### config.mk
export PLATFORM = sky130hd
export DESIGN_NAME = cca_eval
export DESIGN_NICKNAME = d
export VERILOG_FILES = /design/src/rtl/cca_pkg.sv /design/src/rtl/cca_window.sv /design/src/rtl/cca_div.sv /design/src/rtl/cca_calib.sv /design/src/rtl/cca_eval.sv
export SDC_FILE = /design/constraint.sdc
export NUM_CORES = 1
export LEC_CHECK = 0
export ABC_AREA = 1
export BUFFER_PORTS_ARGS = -buffer_cell sky130_fd_sc_hd__clkbuf_2
export CAP_MARGIN = 5
export CORE_MARGIN = 3
export CORE_UTILIZATION = 60
export CTS_CLUSTER_SIZE = 16
export DETAILED_ROUTE_END_ITERATION = 12
export GPL_TIMING_DRIVEN = 0
export PLACE_DENSITY = 0.85
export RECOVER_POWER = 100
export SETUP_SLACK_MARGIN = 0.4
export SYNTH_ARGS = -nofsm -noshare
export SYNTH_HDL_FRONTEND = slang
export SYNTH_SLANG_ARGS = --single-unit
### constraint.sdc
create_clock -name clk_i -period 8.7 [get_ports clk_i]
set_input_delay 0.435 -clock clk_i [delete_from_list [all_inputs] [get_ports clk_i]]
set_output_delay 0.435 -clock clk_i [all_outputs]
set_load 0.005 [all_outputs]
### src/rtl/cca_pkg.sv
package cca_pkg;
  typedef enum logic [1:0] {
    ST_IDLE = 2'd0,
    ST_DLY  = 2'd1,
    ST_MEAS = 2'd2,
    ST_DIV  = 2'd3
  } cca_state_e;
endpackage

### src/rtl/cca_window.sv
module cca_window
  import cca_pkg::*;
#(
  parameter int SAMPLE_W = 8,
  parameter int TIME_W   = 12,
  parameter int SUM_W    = SAMPLE_W + TIME_W
) (
  input  logic                clk_i,
  input  logic                rst_ni,
  input  logic                start_i,
  input  logic                tick_i,
  input  logic [TIME_W-1:0]   delay_i,
  input  logic [TIME_W-1:0]   length_i,
  input  logic [SAMPLE_W-1:0] smp_i,
  input  logic                div_done_i,
  output cca_state_e          state_o,
  output logic                div_start_o,
  output logic [SUM_W-1:0]    sum_o,
  output logic [TIME_W-1:0]   count_o
);
  cca_state_e          st_q;
  logic [TIME_W-1:0]   cnt_q;
  logic [TIME_W-1:0]   len_q;
  logic [SUM_W-1:0]    sum_q;
  logic                kick_q;

  always_ff @(posedge clk_i or negedge rst_ni) begin
    if (!rst_ni) begin
      st_q   <= ST_IDLE;
      cnt_q  <= '0;
      len_q  <= TIME_W'(1);
      sum_q  <= '0;
      kick_q <= 1'b0;
    end else begin
      kick_q <= 1'b0;
      unique case (st_q)
        ST_IDLE: if (start_i) begin
          st_q  <= ST_DLY;
          cnt_q <= delay_i;
          len_q <= (length_i == '0) ? TIME_W'(1) : length_i;
        end
        ST_DLY: begin
          if (cnt_q == '0) begin
            st_q  <= ST_MEAS;
            cnt_q <= len_q;
            sum_q <= '0;
          end else if (tick_i) begin
            cnt_q <= cnt_q - 1'b1;
          end
        end
        ST_MEAS: if (tick_i) begin
          sum_q <= sum_q + SUM_W'(smp_i);
          cnt_q <= cnt_q - 1'b1;
          if (cnt_q == TIME_W'(1)) begin
            st_q   <= ST_DIV;
            kick_q <= 1'b1;
          end
        end
        ST_DIV: if (div_done_i) st_q <= ST_IDLE;
        default: st_q <= ST_IDLE;
      endcase
    end
  end

  assign state_o     = st_q;
  assign div_start_o = kick_q;
  assign sum_o       = sum_q;
  assign count_o     = len_q;
endmodule

### src/rtl/cca_div.sv
module cca_div #(
  parameter int NUM_W = 20,
  parameter int DEN_W = 12
) (
  input  logic             clk_i,
  input  logic             rst_ni,
  input  logic             start_i,
  input  logic [NUM_W-1:0] num_i,
  input  logic [DEN_W-1:0] den_i,
  output logic             valid_o,
  output logic [NUM_W-1:0] quo_o
);
  localparam int CNT_W = $clog2(NUM_W + 1);

  logic [NUM_W-1:0] quo_q;
  logic [DEN_W-1:0] rem_q;
  logic [CNT_W-1:0] iter_q;
  logic             run_q;
  logic             valid_q;
  logic [DEN_W:0]   shifted;
  logic [DEN_W:0]   diff;
  logic             ge;

  // restoring division, one quotient bit per cycle
  always_comb begin
    shifted = {rem_q, quo_q[NUM_W-1]};
    ge      = shifted >= {1'b0, den_i};
    diff    = shifted - {1'b0, den_i};
  end

  always_ff @(posedge clk_i or negedge rst_ni) begin
    if (!rst_ni) begin
      quo_q   <= '0;
      rem_q   <= '0;
      iter_q  <= '0;
      run_q   <= 1'b0;
      valid_q <= 1'b0;
    end else begin
      valid_q <= 1'b0;
      if (start_i) begin
        quo_q  <= num_i;
        rem_q  <= '0;
        iter_q <= CNT_W'(NUM_W);
        run_q  <= 1'b1;
      end else if (run_q) begin
        rem_q  <= ge ? diff[DEN_W-1:0] : shifted[DEN_W-1:0];
        quo_q  <= {quo_q[NUM_W-2:0], ge};
        iter_q <= iter_q - 1'b1;
        if (iter_q == CNT_W'(1)) begin
          run_q   <= 1'b0;
          valid_q <= 1'b1;
        end
      end
    end
  end

  assign valid_o = valid_q;
  assign quo_o   = quo_q;
endmodule

### src/rtl/cca_calib.sv
module cca_calib #(
  parameter int SAMPLE_W = 8,
  parameter int OFF_W    = 6,
  parameter int CODE_W   = 7
) (
  input  logic [SAMPLE_W-1:0] raw_i,
  input  logic [OFF_W-1:0]    off_i,
  input  logic [SAMPLE_W-1:0] thr_i,
  output logic [CODE_W-1:0]   code_o,
  output logic                busy_o
);
  localparam int EXT_W = SAMPLE_W + 2;
  localparam logic signed [EXT_W-1:0] MAX_C = EXT_W'((1 << CODE_W) - 1);

  logic signed [EXT_W-1:0] raw_s;
  logic signed [EXT_W-1:0] off_s;
  logic signed [EXT_W-1:0] sum_s;

  always_comb begin
    raw_s = signed'({2'b00, raw_i});
    off_s = signed'({{(EXT_W-OFF_W){off_i[OFF_W-1]}}, off_i});
    sum_s = raw_s + off_s;
    if (sum_s < 0)          code_o = '0;
    else if (sum_s > MAX_C) code_o = '1;
    else                    code_o = sum_s[CODE_W-1:0];
    busy_o = SAMPLE_W'(code_o) > thr_i;
  end
endmodule

### src/rtl/cca_eval.sv
module cca_eval
  import cca_pkg::*;
#(
  parameter int SAMPLE_W = 8,
  parameter int TIME_W   = 12,
  parameter int OFF_W    = 6,
  parameter int CODE_W   = 7
) (
  input  logic                clk_i,
  input  logic                rst_ni,
  input  logic                sample_valid_i,
  input  logic [SAMPLE_W-1:0] sample_i,
  input  logic                tick_i,
  input  logic                start_i,
  input  logic                pkt_end_i,
  input  logic [TIME_W-1:0]   delay_i,
  input  logic [TIME_W-1:0]   length_i,
  input  logic [OFF_W-1:0]    offset_i,
  input  logic                thr_we_i,
  input  logic [SAMPLE_W-1:0] thr_i,
  output logic                done_o,
  output logic                busy_o,
  output logic [CODE_W-1:0]   rssi_o
);
  localparam int SUM_W = SAMPLE_W + TIME_W;

  cca_state_e          st;
  logic [SAMPLE_W-1:0] held_q;
  logic [SAMPLE_W-1:0] thr_q;
  logic [SUM_W-1:0]    win_sum;
  logic [TIME_W-1:0]   win_cnt;
  logic                div_start;
  logic                div_valid;
  logic [SUM_W-1:0]    quo;
  logic [SAMPLE_W-1:0] avg;
  logic [SAMPLE_W-1:0] cal_in;
  logic [CODE_W-1:0]   cal_code;
  logic                cal_busy;
  logic                done_q;
  logic                busy_q;
  logic [CODE_W-1:0]   rssi_q;

  always_ff @(posedge clk_i or negedge rst_ni) begin
    if (!rst_ni) begin
      held_q <= '0;
      thr_q  <= '1;
    end else begin
      if (sample_valid_i) held_q <= sample_i;
      if (thr_we_i)       thr_q  <= thr_i;
    end
  end

  cca_window #(.SAMPLE_W(SAMPLE_W), .TIME_W(TIME_W), .SUM_W(SUM_W)) u_window (
    .clk_i      (clk_i),
    .rst_ni     (rst_ni),
    .start_i    (start_i),
    .tick_i     (tick_i),
    .delay_i    (delay_i),
    .length_i   (length_i),
    .smp_i      (held_q),
    .div_done_i (div_valid),
    .state_o    (st),
    .div_start_o(div_start),
    .sum_o      (win_sum),
    .count_o    (win_cnt)
  );

  cca_div #(.NUM_W(SUM_W), .DEN_W(TIME_W)) u_div (
    .clk_i  (clk_i),
    .rst_ni (rst_ni),
    .start_i(div_start),
    .num_i  (win_sum),
    .den_i  (win_cnt),
    .valid_o(div_valid),
    .quo_o  (quo)
  );

  assign avg    = (|quo[SUM_W-1:SAMPLE_W]) ? '1 : quo[SAMPLE_W-1:0];
  assign cal_in = div_valid ? avg : held_q;

  cca_calib #(.SAMPLE_W(SAMPLE_W), .OFF_W(OFF_W), .CODE_W(CODE_W)) u_calib (
    .raw_i (cal_in),
    .off_i (offset_i),
    .thr_i (thr_q),
    .code_o(cal_code),
    .busy_o(cal_busy)
  );

  always_ff @(posedge clk_i or negedge rst_ni) begin
    if (!rst_ni) begin
      done_q <= 1'b0;
      busy_q <= 1'b0;
      rssi_q <= '0;
    end else begin
      done_q <= div_valid;
      if (div_valid) begin
        busy_q <= cal_busy;
        rssi_q <= cal_code;
      end else if (pkt_end_i) begin
        rssi_q <= cal_code;
      end
    end
  end

  assign done_o = done_q;
  assign busy_o = busy_q;
  assign rssi_o = rssi_q;
endmodule

==> results of run 1 <==
[final timing paths]
| kind | start | end | slack (ns) | depth (start not counted) |
|---|---|---|---|---|
| hold / removal | rst_ni | busy_o | 0.16 | 1 |
| hold reg to reg | u_div.valid_o | done_o | 0.45 | 0 |
| setup / recovery | u_div.quo_o[12] | busy_o | 4.67 | 24 |
| min in group clk_i | thr_i[3] | thr_q[3] | 0.27 | 3 |
| max in group asynchronous | rst_ni | u_window.cnt_q[7] | 7.92 | 1 |
| setup reg to reg | u_div.quo_o[12] | busy_o | 4.67 | 24 |
[where the power goes]
group	internal [µW]	switching (µW)	total, µW
clock	284	201	485
sequential	645	97.4	743
combinational	345	660	1000
total	1270	958	2230
[through the flow]
step,worst slack [ns],instance area [µm²],std cells
after global placement,4.84,7940,1230
after global routing,4.30,8210,1246
final,4.67,8210,1246
after CTS,4.74,8290,1246
after detailed placement,4.82,7950,1230
after floorplan,5.34,7430,1003
[kinds of logic after synthesis]
family	synth area share
xor+xnor	0.0295
mux	0.0136
flops	0.375
simple gates	0.270
buf+inv	0.0838
compound gates	0.143
fa+ha+maj	0.0855
[area by class of cell]
cell class	instances	area [µm²]
clock inverters	6	116
well taps	168	210
clock buffers	10	229
multi-input cells	733	3970
flip-flops and latches	111	2790
inverters	132	495
plain buffers	27	105
repair buffers	59	299
fillers	1040	3850
[sequential cells by signal, summed over array words and instances (netlist names), 2 cells and up]
register,count
held_q,8
rssi_o,7
thr_q,8
u_div.iter_q,5
u_div.quo_o,20
u_div.rem_q,12
u_window.cnt_q,12
u_window.count_o,12
u_window.state_o,2
u_window.sum_o,20
[metal layers]
metal / track usage / up-vias / routed length (µm)
met5: 0 / - / 0
met4: 0.0850 / 0 / 496
met3: 0.0530 / 45 / 1140
met2: 0.437 / 257 / 8560
met1: 0.358 / 3250 / 8060
li1: - / 3449 / -
[cells in the mapped netlist (all sizes together), types with 4 or more instances]
| library cell | n | share of area |
|---|---|---|
| a21oi | 51 | 0.036 |
| buf | 7 | 0.0071 |
| clkbuf | 20 | 0.010 |
| dfrtp | 102 | 0.34 |
| dfstp | 9 | 0.032 |
| ha | 46 | 0.077 |
| inv | 132 | 0.067 |
| mux2 | 9 | 0.014 |
| nand2 | 255 | 0.13 |
| nand3 | 76 | 0.055 |
| nand4 | 29 | 0.024 |
| nor2 | 74 | 0.041 |
| nor3 | 9 | 0.0067 |
| nor4 | 6 | 0.0051 |
| o211ai | 6 | 0.0061 |
| o21a | 4 | 0.0040 |
| o21ai | 120 | 0.083 |
| o22ai | 4 | 0.0034 |
| xnor2 | 12 | 0.014 |
| xor2 | 13 | 0.015 |
[critical path: stages, from the launching register on]
cell	delay, ns
dfrtp_1	0.40
nor4_1	0.32
nand4_1	0.16
inv_1	0.24
nand3_1	0.10
o21ai_0	0.10
inv_1	0.08
ha_1	0.35
a21oi_1	0.26
nand2_1	0.08
nand2_1	0.09
nand3_1	0.07
nand2_1	0.08
nand2_1	0.14
nand2_1	0.23
nand3_1	0.15
nand2_1	0.09
inv_1	0.04
ha_1	0.28
nand2_1	0.07
inv_1	0.05
a221oi_1	0.25
o21ai_0	0.13
nand3_1	0.09
nand2_1	0.05
==> reports/metrics.yaml, run 1 <==
grt_setup_unrepaired: "no"
hold_class: "input pin to asynchronous set/reset pin"
arrival_ns: 4.28
viasPerCell: 5.62
slew_viol_final: 0
die_h_um: 117
ir_worst_vdd_uv: 214
first_pass_iters: 5
end_kind: "flop"
drc: 0
place_congestion: 0.973
whs_ns: 0.155
coreArea_um2: 12100
skew_ns: 0.00770
ys_ff_latch: 111
p_leak_uw: 0.00418
setup_viol: 0
crit_required_ns: 8.95
fmax_mhz: 248
ys_async_sr_fraction: 1.00
status: "complete, no violations"
antenna_found_initial: 0
worstSetupPathType: "flop to flop"
drv_cap: 0
ctsLongestPathBuffers: 2
relSlewSlack: 0.414
cp-start-kind: "flop"
hold_viol: 0
yosysWarnings: 0
initial_core_util: 0.616
post-route-period-util: 0.463
drt-wirelength-per-cell_um: 14.7
areaGrowthSynthToFinish_pct: 10.5
setup_tns_ns: 0
ys_types: 45
grt_pass1_vias: 6629
mostFrequentLayoutCells: "nand2_1 (251), inv_1 (129), o21ai_0 (116)"
cts-root-buf: "clkbuf_16"
ctsResizeCount: 0
grt_max_degree: 112
grt_pass1_wl_um: 30500
die_w_um: 117
postLayoutCoreUtil: 0.681
htree_num_levels: 3
overflow: 0
synth_area_um2: 7430
finalPower_uw: 2230
synth_edf_count: 0
die_area_um2: 13800
drtIter0Drc: 491
final_common_cell: "nand2_1"
io_buffer_count: 59
synth_ff_type: "dfrtp_1"
cts_hold_buf: 0
cts_tree: "built"
num_vias: 7001
antenna_left: 0
clk_pin_slew_worst_paths_ns: 0.08
clk_latency_ns: 0.36
cts_made_buffers: 9
ios: 62
ys_seq_area_frac: 0.375
fin_crit_ns: 4.03
worst_pin_slew_ns: 0.879
dp_hpwl_um: 13500
final_layout_size_suffix_gt1_frac: 0.0983
antenna_cells: 0
layout.nets: 1175
synth.avg_cell_area_um2: 7.41
wl_um: 18300
cts_num_sinks: 111
cellPowerDensity_nw_per_um2: 272
critPathMaxFanout: 8
synth_cells: 1003
grt_util_all_layers: 0.266
cts_setup_buffers: 0
rows: 40
syn_nets: 1105
Note: power is estimated with default switching activity, not from simulation.
==> inputs of run 2 (changes only) <==
==> constraint.sdc (replaced) <==
create_clock -name clk_i -period 4 [get_ports clk_i]
set_input_delay 0.2 -clock clk_i [delete_from_list [all_inputs] [get_ports clk_i]]
set_output_delay 0.2 -clock clk_i [all_outputs]
set_load 0.005 [all_outputs]
==> run 2 against run 1 <==
Against the previous run: the run now ends with capacitance limit, slew limit left; count of clock-buffer cells in the layout unchanged; first-iteration DRC count increased by 29%; critical path depth increased by 1; highest routed layer unchanged; core utilization increased by 3.0 points; critical path type unchanged; clock power increased by 120%; flip-flop and latch count unchanged; maximum frequency increased by 2.5%; sequential power increased by 120%; sequential share of layout area decreased by 1.4 points.
==> reports/metrics.yaml, run 2 (synthesis results as in run 1) <==
mostFrequentLayoutCells: "nand2_1 (239), inv_1 (126), o21ai_0 (110)"
fmax_mhz: 254  # +2.5%
coreArea_um2: 12100  # unchanged
fin_crit_ns: 3.93  # -0.0970 ns
setup_viol: 0  # unchanged
ctsLongestPathBuffers: 2  # unchanged
clk_latency_ns: 0.37  # about the same
cts_num_sinks: 111  # unchanged
hold_class: "input pin to flop"
crit_buf_inv: 5  # +1
crit_family: "simple AND/OR/NAND/NOR gates"
holdPathStages: 3
cp-start-kind: "flop"
dp_hpwl_um: 13500  # unchanged
cts-root-buf: "clkbuf_16"
die_h_um: 117  # unchanged
r2r_end: "busy_o"
path_common_cell: "nand3_2"
violations: "capacitance limit, slew limit"
die_area_um2: 13800  # unchanged
die_w_um: 117  # unchanged
drc: 0  # unchanged
critPathLaunch: "u_div.quo_o[19]"
holdPathEnd: "thr_q[6]"
ios: 62  # unchanged
wl_um: 19900  # +8.9%
grt_max_degree: 112  # unchanged
status: "complete, but fails checks"
ff2ff_setup_slack_ns: 0.07  # -4.60 ns
critPathMaxFanout: 8  # unchanged
power.switching_uw: 2180  # +130%
worstHoldStart: "thr_i[6]"
num_vias: 7193  # +2.7%
skew_ns: 0.00715  # -0.000544 ns
place_congestion: 0.973  # unchanged
initial_core_util: 0.616  # unchanged
power_frac_comb: 0.467  # +0.017
overflow: 0  # unchanged
slew_viol_final: 112  # +112
io_buffer_count: 59  # unchanged
design_area_um2: 8570  # +4.4%
swShare: 0.433  # +0.00415
viasPerCell: 5.73  # +2.0%
r2r-start: "u_div.quo_o[19]"
p_leak_uw: 0.00428  # +2.3%
areaGrowthSynthToFinish_pct: 15.3
whs_ns: 0.0325  # -0.123 ns
arrival_ns: 4.24  # -0.04 ns
place_area_um2: 7950  # unchanged
first_pass_iters: 5  # unchanged
post-route-period-util: 0.984  # +0.520
relSlewSlack: -0.833  # -1.25
final_common_cell: "nand2_1"
antenna_cells: 0  # unchanged
worstSetupPathType: "flop to flop"
antenna_found_initial: 0  # unchanged
end_kind: "flop"
cts_tree: "built"
crit_required_ns: 4.31  # -4.64 ns
drt-wirelength-per-cell_um: 15.8  # +8.1%
drv_cap: 1  # +1
worst_pin_slew_ns: 2.75  # +1.87 ns
final_layout_size_suffix_gt1_frac: 0.151  # +0.0525
layout.nets: 1184  # +0.77%
grt_util_all_layers: 0.272  # +0.00591
grt_pass1_wl_um: 31200  # +2.2%
p_clk_frac: 0.211  # -0.006
p_seq_frac: 0.322  # -0.011
htree_num_levels: 3  # unchanged
postLayoutCoreUtil: 0.711  # +0.0299
reg2reg_depth: 25  # +4.2%
grt_pass1_vias: 6770  # +2.1%
setup_tns_ns: 0  # unchanged
hold_viol: 0  # unchanged
crit_path_max_incr_delay_ns: 0.43  # +0.03 ns
cts_made_buffers: 9  # unchanged
antenna_left: 0  # unchanged
internal_power_uw: 2850  # +120%
ir_worst_vdd_uv: 471  # +120%
grt_setup_unrepaired: "yes"
clk_pin_slew_worst_paths_ns: 0.08  # about the same
rows: 40  # unchanged
drtIter0Drc: 635  # +29%
cellPowerDensity_nw_per_um2: 587  # +120%
crit_slowest_cell: "dfrtp_1"
-- run 2: per-stage QoR --
stage	setup slack, ns	total power (µW)	instances
global route	-0.250	5410	1255
finish	0.0652	5030	1255
floorplan	0.639	3260	1003
CTS	0.400	4960	1252
global placement	0.139	3750	1230
detailed placement	0.117	3820	1230
-- run 2: how the worst max path moves through the flow --
stage | slack, ns | depth (start not counted) | end
after floorplan | 0.64 | 25 | busy_o
after global placement | 0.14 | 25 | busy_o
after detailed placement | 0.12 | 25 | busy_o
after CTS | 0.40 | 23 | busy_o
after global routing | -0.25 | 25 | busy_o
final | 0.07 | 25 | busy_o
-- run 2: area by class of cell --
type	instances	area (µm²)
buffer	27	114
clock buffer	10	229
clock inverter	6	116
fill	949	3490
inverter	132	495
multi-input combinational	733	4260
sequential	111	2790
tap	168	210
timing repair buffer	68	362
-- run 2: power by group through the flow --
| stage | clock network (µW) | logic, µW | registers [µW] |
|---|---|---|---|
| after floorplan | 0 | 1680 | 1570 |
| after global placement | 0 | 2140 | 1620 |
| after detailed placement | 0 | 2190 | 1630 |
| after CTS | 1070 | 2280 | 1610 |
| after global routing | 1110 | 2650 | 1650 |
| final | 1060 | 2350 | 1620 |
-- run 2: worst register-to-register path: stages (launching register included) --
cell and delay (ns):
dfrtp_1 0.43, nor4_2 0.30, nand4_1 0.14, inv_1 0.25, nand3_2 0.11, o21ai_1 0.11
inv_1 0.09, ha_4 0.18, fa_2 0.40, nand3_2 0.09, nand2_4 0.07, nand2_2 0.08
nand3_2 0.10, inv_2 0.07, nand2_2 0.07, nand2_4 0.12, nand3_2 0.10, nand2_2 0.07
inv_2 0.04, ha_4 0.26, inv_1 0.04, o21bai_1 0.25, a221oi_2 0.11, o21ai_1 0.19
nand3_1 0.11, nand2_1 0.08
-- run 2: timing repair --
action / 4_1_cts / 5_1_grt
resized for setup: 14 / 56
pin swaps: 4 / 18
hold buffers: 1 / 0
setup buffers: 5 / 3
endpoints found under the setup margin: 1 / 1
endpoints found under the hold margin: 1 / 0
-- run 2: routing by layer --
layer,up-vias,GRT usage,routed length [µm]
li1,3472,-,-
met1,3336,0.360,8380
met2,327,0.445,9560
met3,58,0.0569,1370
met4,0,0.0990,573
met5,-,0,0
